--- src/rtl/pvic_pkg.sv ---
package pvic_pkg;
    // Offsets inside one source configuration word (priority occupies the low bits)
    localparam int CFG_EDGE_OFS = 0;   // added to the priority width
    localparam int CFG_EN_OFS   = 1;   // added to the priority width

    // Region selector produced by the address decoder
    typedef enum logic [2:0] {
        REG_NONE,
        REG_CFG,
        REG_VEC,
        REG_IVR,
        REG_EOI,
        REG_DFLT
    } reg_kind_e;
endpackage

--- src/rtl/pvic_src_cond.sv ---
module pvic_src_cond (
    input  logic clk,
    input  logic rst_n,
    input  logic src_i,
    input  logic edge_md_i,
    input  logic clr_i,
    output logic pend_o
);
    typedef struct packed {
        logic s1;
        logic s2;
        logic prev;
        logic epend;
    } cond_t;

    cond_t st_q, st_d;
    logic  rise;

    always_comb begin
        st_d    = st_q;
        st_d.s1 = src_i;
        st_d.s2 = st_q.s1;
        st_d.prev = st_q.s2;
        rise    = st_q.s2 & ~st_q.prev;
        if (edge_md_i) begin
            st_d.epend = (st_q.epend & ~clr_i) | rise;
        end else begin
            st_d.epend = 1'b0;
        end
        pend_o = edge_md_i ? st_q.epend : st_q.s2;
    end

    always_ff @(posedge clk or negedge rst_n) begin
        if (!rst_n) begin
            st_q <= '0;
        end else begin
            st_q <= st_d;
        end
    end

    // A detected rising edge in edge mode must be held as pending
    assert_edge_latch_R10: assert property (@(posedge clk) disable iff (!rst_n)
        (edge_md_i && rise) |=> st_q.epend);

    // A commit without a simultaneous new edge must drop the latched edge
    assert_edge_clear_R6: assert property (@(posedge clk) disable iff (!rst_n)
        (edge_md_i && clr_i && !rise) |=> !st_q.epend);
endmodule

--- src/rtl/pvic_arbiter.sv ---
module pvic_arbiter #(
    parameter int NUM_SRC = 8,
    parameter int PRIO_W  = 3,
    localparam int IDX_W  = (NUM_SRC > 1) ? $clog2(NUM_SRC) : 1
) (
    input  logic [NUM_SRC-1:0]        elig_i,
    input  logic [NUM_SRC*PRIO_W-1:0] prio_i,
    output logic                      valid_o,
    output logic [IDX_W-1:0]          idx_o,
    output logic [PRIO_W-1:0]         prio_o,
    output logic [NUM_SRC-1:0]        grant_o
);
    always_comb begin
        valid_o = 1'b0;
        idx_o   = '0;
        prio_o  = '0;
        grant_o = '0;
        // Walk from the top index down; ">=" lets a lower index take an equal priority
        for (int i = NUM_SRC - 1; i >= 0; i--) begin
            if (elig_i[i] && (!valid_o || (prio_i[i*PRIO_W +: PRIO_W] >= prio_o))) begin
                valid_o = 1'b1;
                idx_o   = IDX_W'(i);
                prio_o  = prio_i[i*PRIO_W +: PRIO_W];
            end
        end
        if (valid_o) begin
            grant_o[idx_o] = 1'b1;
        end
    end
endmodule

--- src/rtl/pvic_lvl_stack.sv ---
module pvic_lvl_stack #(
    parameter int DEPTH = 8,
    parameter int LVL_W = 3,
    localparam int CNT_W = $clog2(DEPTH + 1)
) (
    input  logic             clk,
    input  logic             rst_n,
    input  logic             push_i,
    input  logic [LVL_W-1:0] push_lvl_i,
    input  logic             pop_i,
    output logic [LVL_W-1:0] top_o,
    output logic             empty_o,
    output logic             full_o,
    output logic [CNT_W-1:0] cnt_o
);
    typedef struct packed {
        logic [DEPTH-1:0][LVL_W-1:0] mem;
        logic [CNT_W-1:0]            cnt;
    } stk_t;

    stk_t st_q, st_d;

    always_comb begin
        st_d    = st_q;
        empty_o = (st_q.cnt == '0);
        full_o  = (st_q.cnt == CNT_W'(DEPTH));
        top_o   = '0;
        for (int i = 0; i < DEPTH; i++) begin
            if (int'(st_q.cnt) == i + 1) begin
                top_o = st_q.mem[i];
            end
        end
        if (push_i && !full_o) begin
            for (int i = 0; i < DEPTH; i++) begin
                if (int'(st_q.cnt) == i) begin
                    st_d.mem[i] = push_lvl_i;
                end
            end
            st_d.cnt = st_q.cnt + 1'b1;
        end else if (pop_i && !empty_o) begin
            st_d.cnt = st_q.cnt - 1'b1;
        end
        cnt_o = st_q.cnt;
    end

    always_ff @(posedge clk or negedge rst_n) begin
        if (!rst_n) begin
            st_q <= '0;
        end else begin
            st_q <= st_d;
        end
    end

    // Strictly rising levels bound the nesting depth, so a push never meets a full stack
    assert_no_overflow_R5: assert property (@(posedge clk) disable iff (!rst_n)
        push_i |-> !full_o);

    assert_push_top_R5: assert property (@(posedge clk) disable iff (!rst_n)
        push_i |=> (top_o == $past(push_lvl_i)) && (cnt_o == $past(cnt_o) + 1'b1));

    assert_pop_guard_R9: assert property (@(posedge clk) disable iff (!rst_n)
        pop_i |-> !empty_o);

    assert_pop_cnt_R8: assert property (@(posedge clk) disable iff (!rst_n)
        (pop_i && !push_i) |=> (cnt_o == $past(cnt_o) - 1'b1));
endmodule

--- src/rtl/pvic_top.sv ---
module pvic_top #(
    parameter int NUM_SRC   = 8,
    parameter int PRIO_W    = 3,
    parameter int VEC_W     = 32,
    parameter int STK_DEPTH = 8,
    parameter int ADDR_W    = 5
) (
    input  logic               clk,
    input  logic               rst_n,
    input  logic [NUM_SRC-1:0] src_i,
    input  logic               bus_rd,
    input  logic               bus_wr,
    input  logic [ADDR_W-1:0]  bus_addr,
    input  logic [VEC_W-1:0]   bus_wdata,
    output logic [VEC_W-1:0]   bus_rdata,
    output logic               irq_n
);
    import pvic_pkg::*;

    localparam int IDX_W  = (NUM_SRC > 1) ? $clog2(NUM_SRC) : 1;
    localparam int CFG_W  = PRIO_W + 2;
    localparam int EDGE_B = PRIO_W + CFG_EDGE_OFS;
    localparam int EN_B   = PRIO_W + CFG_EN_OFS;
    localparam int A_IVR  = 2 * NUM_SRC;
    localparam int A_EOI  = 2 * NUM_SRC + 1;
    localparam int A_DFLT = 2 * NUM_SRC + 2;
    localparam int CNT_W  = $clog2(STK_DEPTH + 1);

    typedef struct packed {
        logic [NUM_SRC-1:0][CFG_W-1:0] cfg;
        logic [NUM_SRC-1:0][VEC_W-1:0] vec;
        logic [VEC_W-1:0]              dflt;
    } regs_t;

    regs_t regs_q, regs_d;

    reg_kind_e                 kind;
    logic [IDX_W-1:0]          sel_idx;
    logic [NUM_SRC-1:0]        pend;
    logic [NUM_SRC-1:0]        elig;
    logic [NUM_SRC-1:0]        edge_md;
    logic [NUM_SRC-1:0]        clr;
    logic [NUM_SRC*PRIO_W-1:0] prio_flat;
    logic                      cand_valid;
    logic [IDX_W-1:0]          cand_idx;
    logic [PRIO_W-1:0]         cand_prio;
    logic [NUM_SRC-1:0]        grant;
    logic                      beats;
    logic                      vec_rd;
    logic                      eoi_wr;
    logic                      commit;
    logic                      pop;
    logic [PRIO_W-1:0]         stk_top;
    logic                      stk_empty;
    logic                      stk_full;
    logic [CNT_W-1:0]          stk_cnt;

    // Address decoding into a region and an index inside it
    always_comb begin
        kind    = REG_NONE;
        sel_idx = '0;
        if (int'(bus_addr) < NUM_SRC) begin
            kind    = REG_CFG;
            sel_idx = IDX_W'(int'(bus_addr));
        end else if (int'(bus_addr) < 2 * NUM_SRC) begin
            kind    = REG_VEC;
            sel_idx = IDX_W'(int'(bus_addr) - NUM_SRC);
        end else if (int'(bus_addr) == A_IVR) begin
            kind = REG_IVR;
        end else if (int'(bus_addr) == A_EOI) begin
            kind = REG_EOI;
        end else if (int'(bus_addr) == A_DFLT) begin
            kind = REG_DFLT;
        end
    end

    // Per-source conditioning: synchroniser, edge latch, level pass-through
    for (genvar g = 0; g < NUM_SRC; g++) begin : g_src
        assign edge_md[g] = regs_q.cfg[g][EDGE_B];
        assign elig[g]    = pend[g] & regs_q.cfg[g][EN_B];
        assign prio_flat[g*PRIO_W +: PRIO_W] = regs_q.cfg[g][PRIO_W-1:0];
        assign clr[g]     = commit & grant[g];

        pvic_src_cond u_cond (
            .clk       (clk),
            .rst_n     (rst_n),
            .src_i     (src_i[g]),
            .edge_md_i (edge_md[g]),
            .clr_i     (clr[g]),
            .pend_o    (pend[g])
        );
    end

    pvic_arbiter #(
        .NUM_SRC (NUM_SRC),
        .PRIO_W  (PRIO_W)
    ) u_arb (
        .elig_i  (elig),
        .prio_i  (prio_flat),
        .valid_o (cand_valid),
        .idx_o   (cand_idx),
        .prio_o  (cand_prio),
        .grant_o (grant)
    );

    pvic_lvl_stack #(
        .DEPTH (STK_DEPTH),
        .LVL_W (PRIO_W)
    ) u_stk (
        .clk        (clk),
        .rst_n      (rst_n),
        .push_i     (commit),
        .push_lvl_i (cand_prio),
        .pop_i      (pop),
        .top_o      (stk_top),
        .empty_o    (stk_empty),
        .full_o     (stk_full),
        .cnt_o      (stk_cnt)
    );

    // Control, register update and read mux
    always_comb begin
        regs_d = regs_q;
        beats  = cand_valid & (stk_empty | (cand_prio > stk_top));
        vec_rd = bus_rd & ~bus_wr & (kind == REG_IVR);
        eoi_wr = bus_wr & (kind == REG_EOI);
        commit = vec_rd & beats;
        pop    = eoi_wr & ~stk_empty;
        irq_n  = ~beats;

        if (bus_wr) begin
            unique case (kind)
                REG_CFG:  regs_d.cfg[sel_idx] = bus_wdata[CFG_W-1:0];
                REG_VEC:  regs_d.vec[sel_idx] = bus_wdata;
                REG_DFLT: regs_d.dflt         = bus_wdata;
                default:  ;
            endcase
        end

        bus_rdata = '0;
        unique case (kind)
            REG_CFG:  bus_rdata = VEC_W'(regs_q.cfg[sel_idx]);
            REG_VEC:  bus_rdata = regs_q.vec[sel_idx];
            REG_IVR:  bus_rdata = beats ? regs_q.vec[cand_idx] : regs_q.dflt;
            REG_DFLT: bus_rdata = regs_q.dflt;
            default:  bus_rdata = '0;
        endcase
    end

    always_ff @(posedge clk or negedge rst_n) begin
        if (!rst_n) begin
            regs_q <= '0;
        end else begin
            regs_q <= regs_d;
        end
    end

    // The arbiter never selects more than one source
    assert_grant_onehot_R4: assert property (@(posedge clk) disable iff (!rst_n)
        $onehot0(grant) && (cand_valid == (elig != '0)));

    // A read that finds nothing above the current level leaves the stack alone
    assert_dflt_nopush_R7: assert property (@(posedge clk) disable iff (!rst_n)
        (vec_rd && !beats && !bus_wr) |=> $stable(stk_cnt));

    // An end-of-interrupt with nothing in service leaves the stack alone
    assert_eoi_empty_R9: assert property (@(posedge clk) disable iff (!rst_n)
        (eoi_wr && stk_empty) |=> (stk_cnt == '0));

    // After a commit an interrupt is in service
    assert_commit_busy_R5: assert property (@(posedge clk) disable iff (!rst_n)
        commit |=> !stk_empty);

    // The full flag is only observed, never reached with a push
    assert_full_quiet_R3: assert property (@(posedge clk) disable iff (!rst_n)
        stk_full |-> !beats);
endmodule

--- config.mk ---
export PLATFORM = sky130hd
export DESIGN_NAME = pvic_top
export DESIGN_NICKNAME = d
export VERILOG_FILES = /design/src/rtl/pvic_pkg.sv /design/src/rtl/pvic_src_cond.sv /design/src/rtl/pvic_arbiter.sv /design/src/rtl/pvic_lvl_stack.sv /design/src/rtl/pvic_top.sv
export SDC_FILE = /design/constraint.sdc
export NUM_CORES = 1
export LEC_CHECK = 0
export BUFFER_PORTS_ARGS = -buffer_cell sky130_fd_sc_hd__buf_2
export CORE_ASPECT_RATIO = 0.8
export CORE_MARGIN = 3
export CORE_UTILIZATION = 40
export DETAILED_ROUTE_END_ITERATION = 10
export SETUP_SLACK_MARGIN = 0.05
export SKIP_LAST_GASP = 1
export SYNTH_ARGS = -nofsm -noshare
export SYNTH_HDL_FRONTEND = slang
export SYNTH_HIERARCHICAL = 1
export SYNTH_SLANG_ARGS = --single-unit
--- constraint.sdc ---
create_clock -name clk -period 15.9 [get_ports clk]
set_clock_uncertainty 0.05 [all_clocks]
set_input_delay 2.385 -clock clk [delete_from_list [all_inputs] [get_ports clk]]
set_output_delay 2.385 -clock clk [all_outputs]
set_load 0.02 [all_outputs]
==> results by stage, run 1 <==
Run status:
- The run finished with clean final reports.

Power and ir drop:
- Summed over all nets, the switching power comes to about 1000 µW.
- The internal portion of the total power is 2200 µW.
- The static leakage is roughly 0.010 µW.
- Total power for the finished layout comes to 3240 µW.
- The share of total power dissipated in the clock network is 0.294.
- Power spread over the standard cell area amounts to ~140 nW/µm².
- Of the total power, registers draw 0.400.
- Of the total power, combinational logic draws 0.306.
- The largest voltage drop on the vdd net is around 0.076 mV.
- Of the total power, the share spent switching nets is 0.319.

Timing:
- Setup violations remaining at the end of the flow were counted as 0.
- The headroom to the max-slew limit is 0.169.
- The final setup slack of the worst path is 791 ps.
- Setup repair after global routing could not meet its margin everywhere.
- For the pin with the worst max-slew slack, the measured transition is between 1000 and 1500 ps.
- The setup TNS is 0 ps.
- The period utilization is 0.950.
- The worst path needs 15110 ps of the cycle, external delays included.
- The achievable frequency is between 0.06 and 0.07 GHz.
- The number of endpoints with negative hold slack in the final report was 0.
- The final number of max-transition violations is 0.

Floorplanning:
- The width of the chip is approximately 260 µm.
- The number of placement rows is 74.
- The core region area is 51600 µm².
- The floorplan die area is about 55000 µm².
- For this configuration, the core starts out at a cell density of 0.408.
- Measured along the y axis, the die boundary spans between 200 and 250 µm.
- The top-level I/O count is 82.

Drt:
- The pre-antenna-repair detailed-routing pass consisted of 5 iterations.
- The count of nets left with antenna violations once routing finished came out at 0.
- After detailed routing, the number of remaining DRC violations is 0.
- The count of routing violations after the opening detailed-route iteration is 1315.
- The routed via count is 14.8k.
- After detailed routing, the number of vias per cell comes to between 6 and 7.
- The wire length reported by the detailed router is about 62000 µm.
- The wire length per cell after detailed routing is about 26 µm.

Worst setup path:
- The worst setup path is launched from a flop.
- The largest fanout of any net on the critical path is 47.
- The number of cells on the worst reg-to-reg path is between 50 and 60.
- Across all register-to-register paths, the minimum setup slack is 2420 ps.
- The endpoint required time on the critical path is 13470 ps.
- The critical path is of the flop to primary output type.
- In this run the critical register-to-register path is captured at u_stk/cnt_o[3]$_DFFE_PN0P_.
- The most numerous cell type found on the critical path is ha_1.
- The critical path's largest stage delay is between 800 and 900 ps.
- The slowest stage of the critical path belongs to the cell o21a_4.
- Data arrives at the worst endpoint at roughly 13000 ps.
- The endpoint class of the critical path is a primary output.
- In this run the critical register-to-register path is launched from edge_md[7]$_DFFE_PN0P_.

Clock tree:
- The clock tree from TritonCTS is yes.
- The register clock-pin slew on the reported worst setup and hold paths is approximately 60 ps.
- In this run the clock root is driven by a clkbuf_16.
- The clock buffer count from CTS is 41.
- The number of buffers on the longest clock path is 3.
- The clock insertion delay at the later pin of the skew report is approximately 570 ps.
- The maximum level of the CTS H-tree is 2.
- The number of sinks handled by clock tree synthesis is 388.

Synthesis:
- Each instance of the synthesized netlist takes up on average roughly 13 µm².
- The instance count of the mapped netlist is between 1.5k and 2k.
- For this run, the number of Yosys warnings is 6.
- The mapped netlist covers about 21000 µm².
- The net count after synthesis is roughly 1.7k.

Placement:
- In this run, placement finished with an instance count of 2329.
- The placer congestion estimate is 0.870.
- Once placement finished, the instance area stood at between 20000 and 25000 µm².
- The final HPWL from detailed placement is 39000 µm.
- Buffers placed on the I/O ports in this run total approximately 80.
- Timing analysis after detailed placement gives a worst setup slack of approximately 650 ps.

Global routing:
- The initial antenna violation count is 0.
- The number of global-route vias before repair was approximately 15k.
- The maximum number of pins on one net before global-route repair is 98.
- The global-route track usage on met2 is 0.336.
- In the global route stage, met1 resource usage came out at 0.331.
- Global routing finished with a remaining overflow of 0.
- In the global route stage, met3 resource usage came out at 0.0430.
- The global-route usage over all layers is 0.223.
- The highest-utilization routing layer at the global route stage is met2.
- The wire length of the first global-routing pass is around 95000 µm.

Cells and area:
- Summing all non-filler instances in the final layout gives an area of roughly 24000 µm².
- The repair_antennas step left the layout with diodes totalling 0.
- The share of final-layout standard cells stronger than drive strength 1 is 0.380.
- The area growth from synthesis to layout is 11.7%.
- For this run, the number of standard cells in the final layout without fillers is 2400.
- The fill cell total of the finished layout is approximately 4.7k.
- For this run, the post-layout net count is around 1.8k.

Hold path:
- The worst hold path begins at g_src[6].u_cond/st_d[2]$_DFF_PN0_.
- The destination of the worst hold path is g_src[6].u_cond/st_d[1]$_DFF_PN0_.
- The hold path depth is 0.
- The worst hold-check path type is flop to flop.

Flow run:
- The total of max-cap violations is 0.
power by group through the flow:
stage | logic, µW | registers [µW] | clock network (µW)
2_1_floorplan | 750 | 1260 | 0
3_3_place_gp | 959 | 1300 | 0
3_5_place_dp | 970 | 1310 | 0
4_1_cts | 973 | 1290 | 971
5_1_grt | 1070 | 1320 | 1010
6_report | 991 | 1300 | 951
state kept, by name (all words and copies together), names as in the netlist:
register           cells
regs_q               296
edge_md                8
g_src.u_cond/st_q     16
u_stk/st_q            24
u_stk/cnt_o            4
prio_flat             24
g_src.u_cond/st_d     16
placed cells by master (no fill, tap or decap), types with 6 or more instances in the layout:
cell,instances
a2111oi_0,7
a211oi_1,14
a21boi_2,8
a21oi_1,21
a221o_1,15
a221oi_1,7
a22oi_1,16
a2bb2oi_1,11
and2_1,23
buf_2,79
buf_4,33
clkbuf_1,9
clkbuf_16,42
clkbuf_8,6
clkinv_2,7
dfrtp_1,388
ha_1,26
inv_1,36
mux2_1,47
mux2_2,327
mux2_4,14
mux2i_1,56
mux4_2,67
nand2_1,58
nand2b_1,32
nand3_1,9
nand3b_1,6
nor2_1,48
nor2b_1,18
nor3_1,8
o2111ai_1,12
o211ai_1,17
o21ai_0,24
o221ai_1,28
o22a_1,6
o22ai_1,55
o32a_1,6
or2_2,6
worst max-delay path by stage:
stage / start / to / slack, ps / cells after the start
final: edge_md[7]$_DFFE_PN0P_ / bus_rdata[10] / 790 / 51
after global routing: edge_md[7]$_DFFE_PN0P_ / bus_rdata[31] / 20 / 57
after CTS: edge_md[7]$_DFFE_PN0P_ / bus_rdata[15] / 150 / 54
after detailed placement: edge_md[7]$_DFFE_PN0P_ / bus_rdata[15] / 650 / 53
after global placement: edge_md[7]$_DFFE_PN0P_ / bus_rdata[12] / 1030 / 52
after floorplan: edge_md[7]$_DFFE_PN0P_ / bus_rdata[18] / 2310 / 53
timing repair:
item | 4_1_cts | 5_1_grt
endpoints found under the setup margin | 14 | 33
gates resized for setup | 1 | 19
buffers inserted | 0 | 2
hold endpoints to repair | 0 | 0
pin swaps | 0 | 4
hold buffers | 0 | 0
gates cloned | 0 | 0
worst max-delay path, delay by kind of cell (launching register included):
family,cells,cell delay [ps]
muxes,3,900
buffers and inverters,4,910
adders and majority gates,7,1870
DFF,1,410
and+or+nand+nor,12,1990
AOI/OAI and AO/OA,25,5970
final cells by class:
| cell class | instances | area (µm²) | share of cell area |
|---|---|---|---|
| multi-input cells | 1105 | 10900 | 0.461 |
| inverters | 41 | 154 | 0.00654 |
| flip-flops and latches | 388 | 9710 | 0.413 |
| repair buffers | 113 | 658 | 0.0280 |
| clock buffers | 57 | 1170 | 0.0496 |
| clock inverters | 12 | 126 | 0.00537 |
| well taps | 684 | 856 | 0.0364 |
per-stage QoR:
step / utilization / hold WS, ps
floorplan: - / 281
global placement: 0.429 / 284
detailed placement: 0.429 / 286
CTS: 0.454 / 299
global route: 0.456 / 300
finish: 0.456 / 295
per-layer routing:
layer  wire length (µm)  vias up
met3               4470       90
met1              29000     7803
met5                  0        -
met4               1320        0
li1                   -     6368
met2              27400      518
Power figures use the tool's default switching activity.
==> run 2: changes to the inputs <==
--- a/config.mk
+++ b/config.mk
@@ -10,6 +10,7 @@
 export CORE_MARGIN = 3
 export CORE_UTILIZATION = 40
 export DETAILED_ROUTE_END_ITERATION = 10
+export RECOVER_POWER = 50
 export SETUP_SLACK_MARGIN = 0.05
 export SKIP_LAST_GASP = 1
 export SYNTH_ARGS = -nofsm -noshare
==> run 2 against run 1 <==
The run now ends with max-capacitance violations, max-slew violations left. Maximum frequency down 0.25%. Combinational power about the same. Register-to-register slack worse by 40 ps. Critical path depth unchanged. Final area down 0.19%. Flip-flop and latch count unchanged. Cell count unchanged. Non-clock buffer count unchanged. Worst setup slack worse by 37 ps. Global-route usage unchanged. Largest cell class unchanged.
==> results by stage, run 2 (synthesis results as in run 1) <==
Run status:
- The flow ran to the end, but the final reports show violations.
- The final reports fail on max-capacitance violations, max-slew violations.

Global routing:
- The global-route usage over all layers is 0.223.
- The number of global-route vias before repair came to between 15k and 20k.
- The residual overflow from global routing is 0.
- The maximum number of pins on one net before global-route repair is 98.
- The first global-routing pass estimated between 90000 and 100000 µm of wire.
- The initial antenna violation count is 0.

Worst setup path:
- STA classifies the critical path startpoint as a flop.
- For the worst setup path, the data arrival time is roughly 13000 ps.
- Data on the critical path is required at its endpoint by approximately 13000 ps.
- The critical setup path kind is flop to primary output.
- In this run the worst path has a maximum fanout of 47.
- The critical path's largest stage delay is 840 ps.
- The endpoint class of the critical path is a primary output.
- By instance count, the cell type seen most on the critical path is ha_1.
- The standard cell with the maximum stage delay on the critical path is o21a_4.

Timing:
- Setup repair after global routing could not meet its margin everywhere.
- For the pin with the worst max-slew slack, the measured transition is roughly 5500 ps.
- Headroom to the max-slew limit came out at -2.64.
- The final number of setup-violating endpoints is 0.
- The final setup slack of the worst path is 754 ps.
- The final critical delay including setup and external delays is between 15000 and 20000 ps.
- The achievable frequency is 0.0660 GHz.
- The number of endpoints with negative hold slack in the final report was 0.
- Final hold analysis gives a worst-case slack of between 200 and 300 ps.
- Adding up every negative setup slack in the final design gives 0 ps.
- The period utilization is 0.953.
- The final number of max-transition violations is 410.

Power and ir drop:
- In this run the power density over the cells is 138 nW/µm².
- The largest voltage drop on the vdd net is 0.0757 mV.
- The static leakage is between 0.01 and 0.015 µW.
- Summing internal, switching and leakage power gives 3240 µW.

Clock tree:
- The total of hold buffers inserted after clock tree synthesis is 0.
- Counting the buffers created by CTS gives 41.
- The clock insertion delay at the later pin of the skew report is 570 ps.
- Clock-pin slew was measured on the worst setup and hold paths at 60 ps.
- In this run the deepest clock path goes through 3 buffers.
- In this run the number of H-tree levels came out at 2.
- TritonCTS built the clock tree.
- The cell at the root of the clock tree is clkbuf_16.
- CTS saw about 390 sinks.

Drt:
- The wire length per cell after detailed routing is about 26 µm.
- The detailed router finished its first iteration with ~1.3k violations.
- The number of nets still failing antenna checks after routing is 0.
- The number of search-and-repair iterations in the first detailed-routing pass is 5.
- Summing over every cut layer, the via total after detailed routing is roughly 15k.
- For this block, the routed nets add up to 62200 µm of wire.
- For this run, design rule violations remaining after detail routing come to 0.
- The via density per instance is between 6 and 7.

Cells and area:
- The library cells used most frequently in the layout, excluding fill and tap cells, are dfrtp_1, mux2_2, buf_2.
- The most flop-heavy register is regs_q.
- The library cell used most frequently in the layout, excluding fill and tap cells, is dfrtp_1.
- In the final layout, the share of cells above drive strength 1 is 0.374.
- The number of antenna diodes in the final layout is 0.
- The number of nets in the layout is 1766.
- The area growth from synthesis to layout is 11.5%.
- The flip-flop count of the largest register, all copies and words added is just under 300.
- The fill cell total of the finished layout is between 4k and 5k.
- The post-route cell area is about 23000 µm².

Floorplanning:
- The floorplan die area is about 55000 µm².
- In this run the core area contains 74 standard-cell rows.
- The core region area is roughly 52000 µm².
- The width of the chip is between 200 and 300 µm.
- 82 I/O pins were placed.
- The floorplan step set the die height to 211 µm.
- The effective utilization at floorplan is 0.408.

Placement:
- The area of placed instances is between 20000 and 25000 µm².
- Buffers placed on the I/O ports in this run total between 80 and 90.
- At the end of routability-driven placement, the weighted congestion stood at between 0.8 and 0.9.
- The worst slack at placement is between 600 and 700 ps.
- After legalization and detailed placement, the total HPWL measured approximately 39000 µm.

Flow run:
- Across the run, the number of max-cap violations was 7.

Hold path:
- The worst hold-check path type is flop to flop.
## run 2: path summary, 6_finish.rpt
| kind | start | endpoint | slack [ps] | cells past startpoint |
|---|---|---|---|---|
| setup / recovery | edge_md[7]$_DFFE_PN0P_ | bus_rdata[10] | 750 | 51 |
| hold / removal | g_src[6].u_cond/st_d[2]$_DFF_PN0_ | g_src[6].u_cond/st_d[1]$_DFF_PN0_ | 290 | 0 |
| setup reg to reg | edge_md[7]$_DFFE_PN0P_ | u_stk/cnt_o[3]$_DFFE_PN0P_ | 2380 | 57 |
| hold reg to reg | g_src[6].u_cond/st_d[2]$_DFF_PN0_ | g_src[6].u_cond/st_d[1]$_DFF_PN0_ | 290 | 0 |
| max in group asynchronous | rst_n | regs_q[17]$_DFFE_PN0P_ | 4160 | 4 |
| min in group asynchronous | rst_n | regs_q[39]$_DFFE_PN0P_ | 3740 | 1 |
## run 2: routing by layer
| layer | track usage | routed length, µm |
|---|---|---|
| met5 | 0 | 0 |
| met4 | 0.0564 | 1360 |
| met3 | 0.0430 | 4790 |
| met2 | 0.336 | 27400 |
| met1 | 0.331 | 28600 |
## run 2: report_power, final
group          total [µW]  internal [µW]  switching (µW)
combinational         991            502             489
clock                 950            544             406
sequential           1300           1160             139
## run 2: final cells by class
type	instances	area, µm²	area share
Sequential cell	388	9710	0.413
Tap cell	684	856	0.0364
Clock buffer	57	1170	0.0497
Multi-Input combinational cell	1105	10900	0.462
Clock inverter	12	126	0.00538
Inverter	41	154	0.00655
Timing Repair Buffer	113	619	0.0264
## run 2: through the flow
stage | utilization | cells
after floorplan | - | 1638
after global placement | 0.429 | 2329
after detailed placement | 0.429 | 2329
after CTS | 0.454 | 2398
after global routing | 0.455 | 2400
final | 0.455 | 2400
## run 2: repair_timing
action,in CTS,in global routing
setup buffers,0,2
setup endpoints to repair,14,33
resized for setup,1,19
pin swaps,0,4
## run 2: critical path: cells and delay by family, from the launching register on
kind / cells / cell delay, ps
AO/OA/AOI/OAI: 25 / 5960
adder cells (fa/ha/maj): 7 / 1920
buffers and inverters: 4 / 910
flip-flops: 1 / 410
multiplexers: 3 / 920
AND/OR/NAND/NOR: 12 / 2000
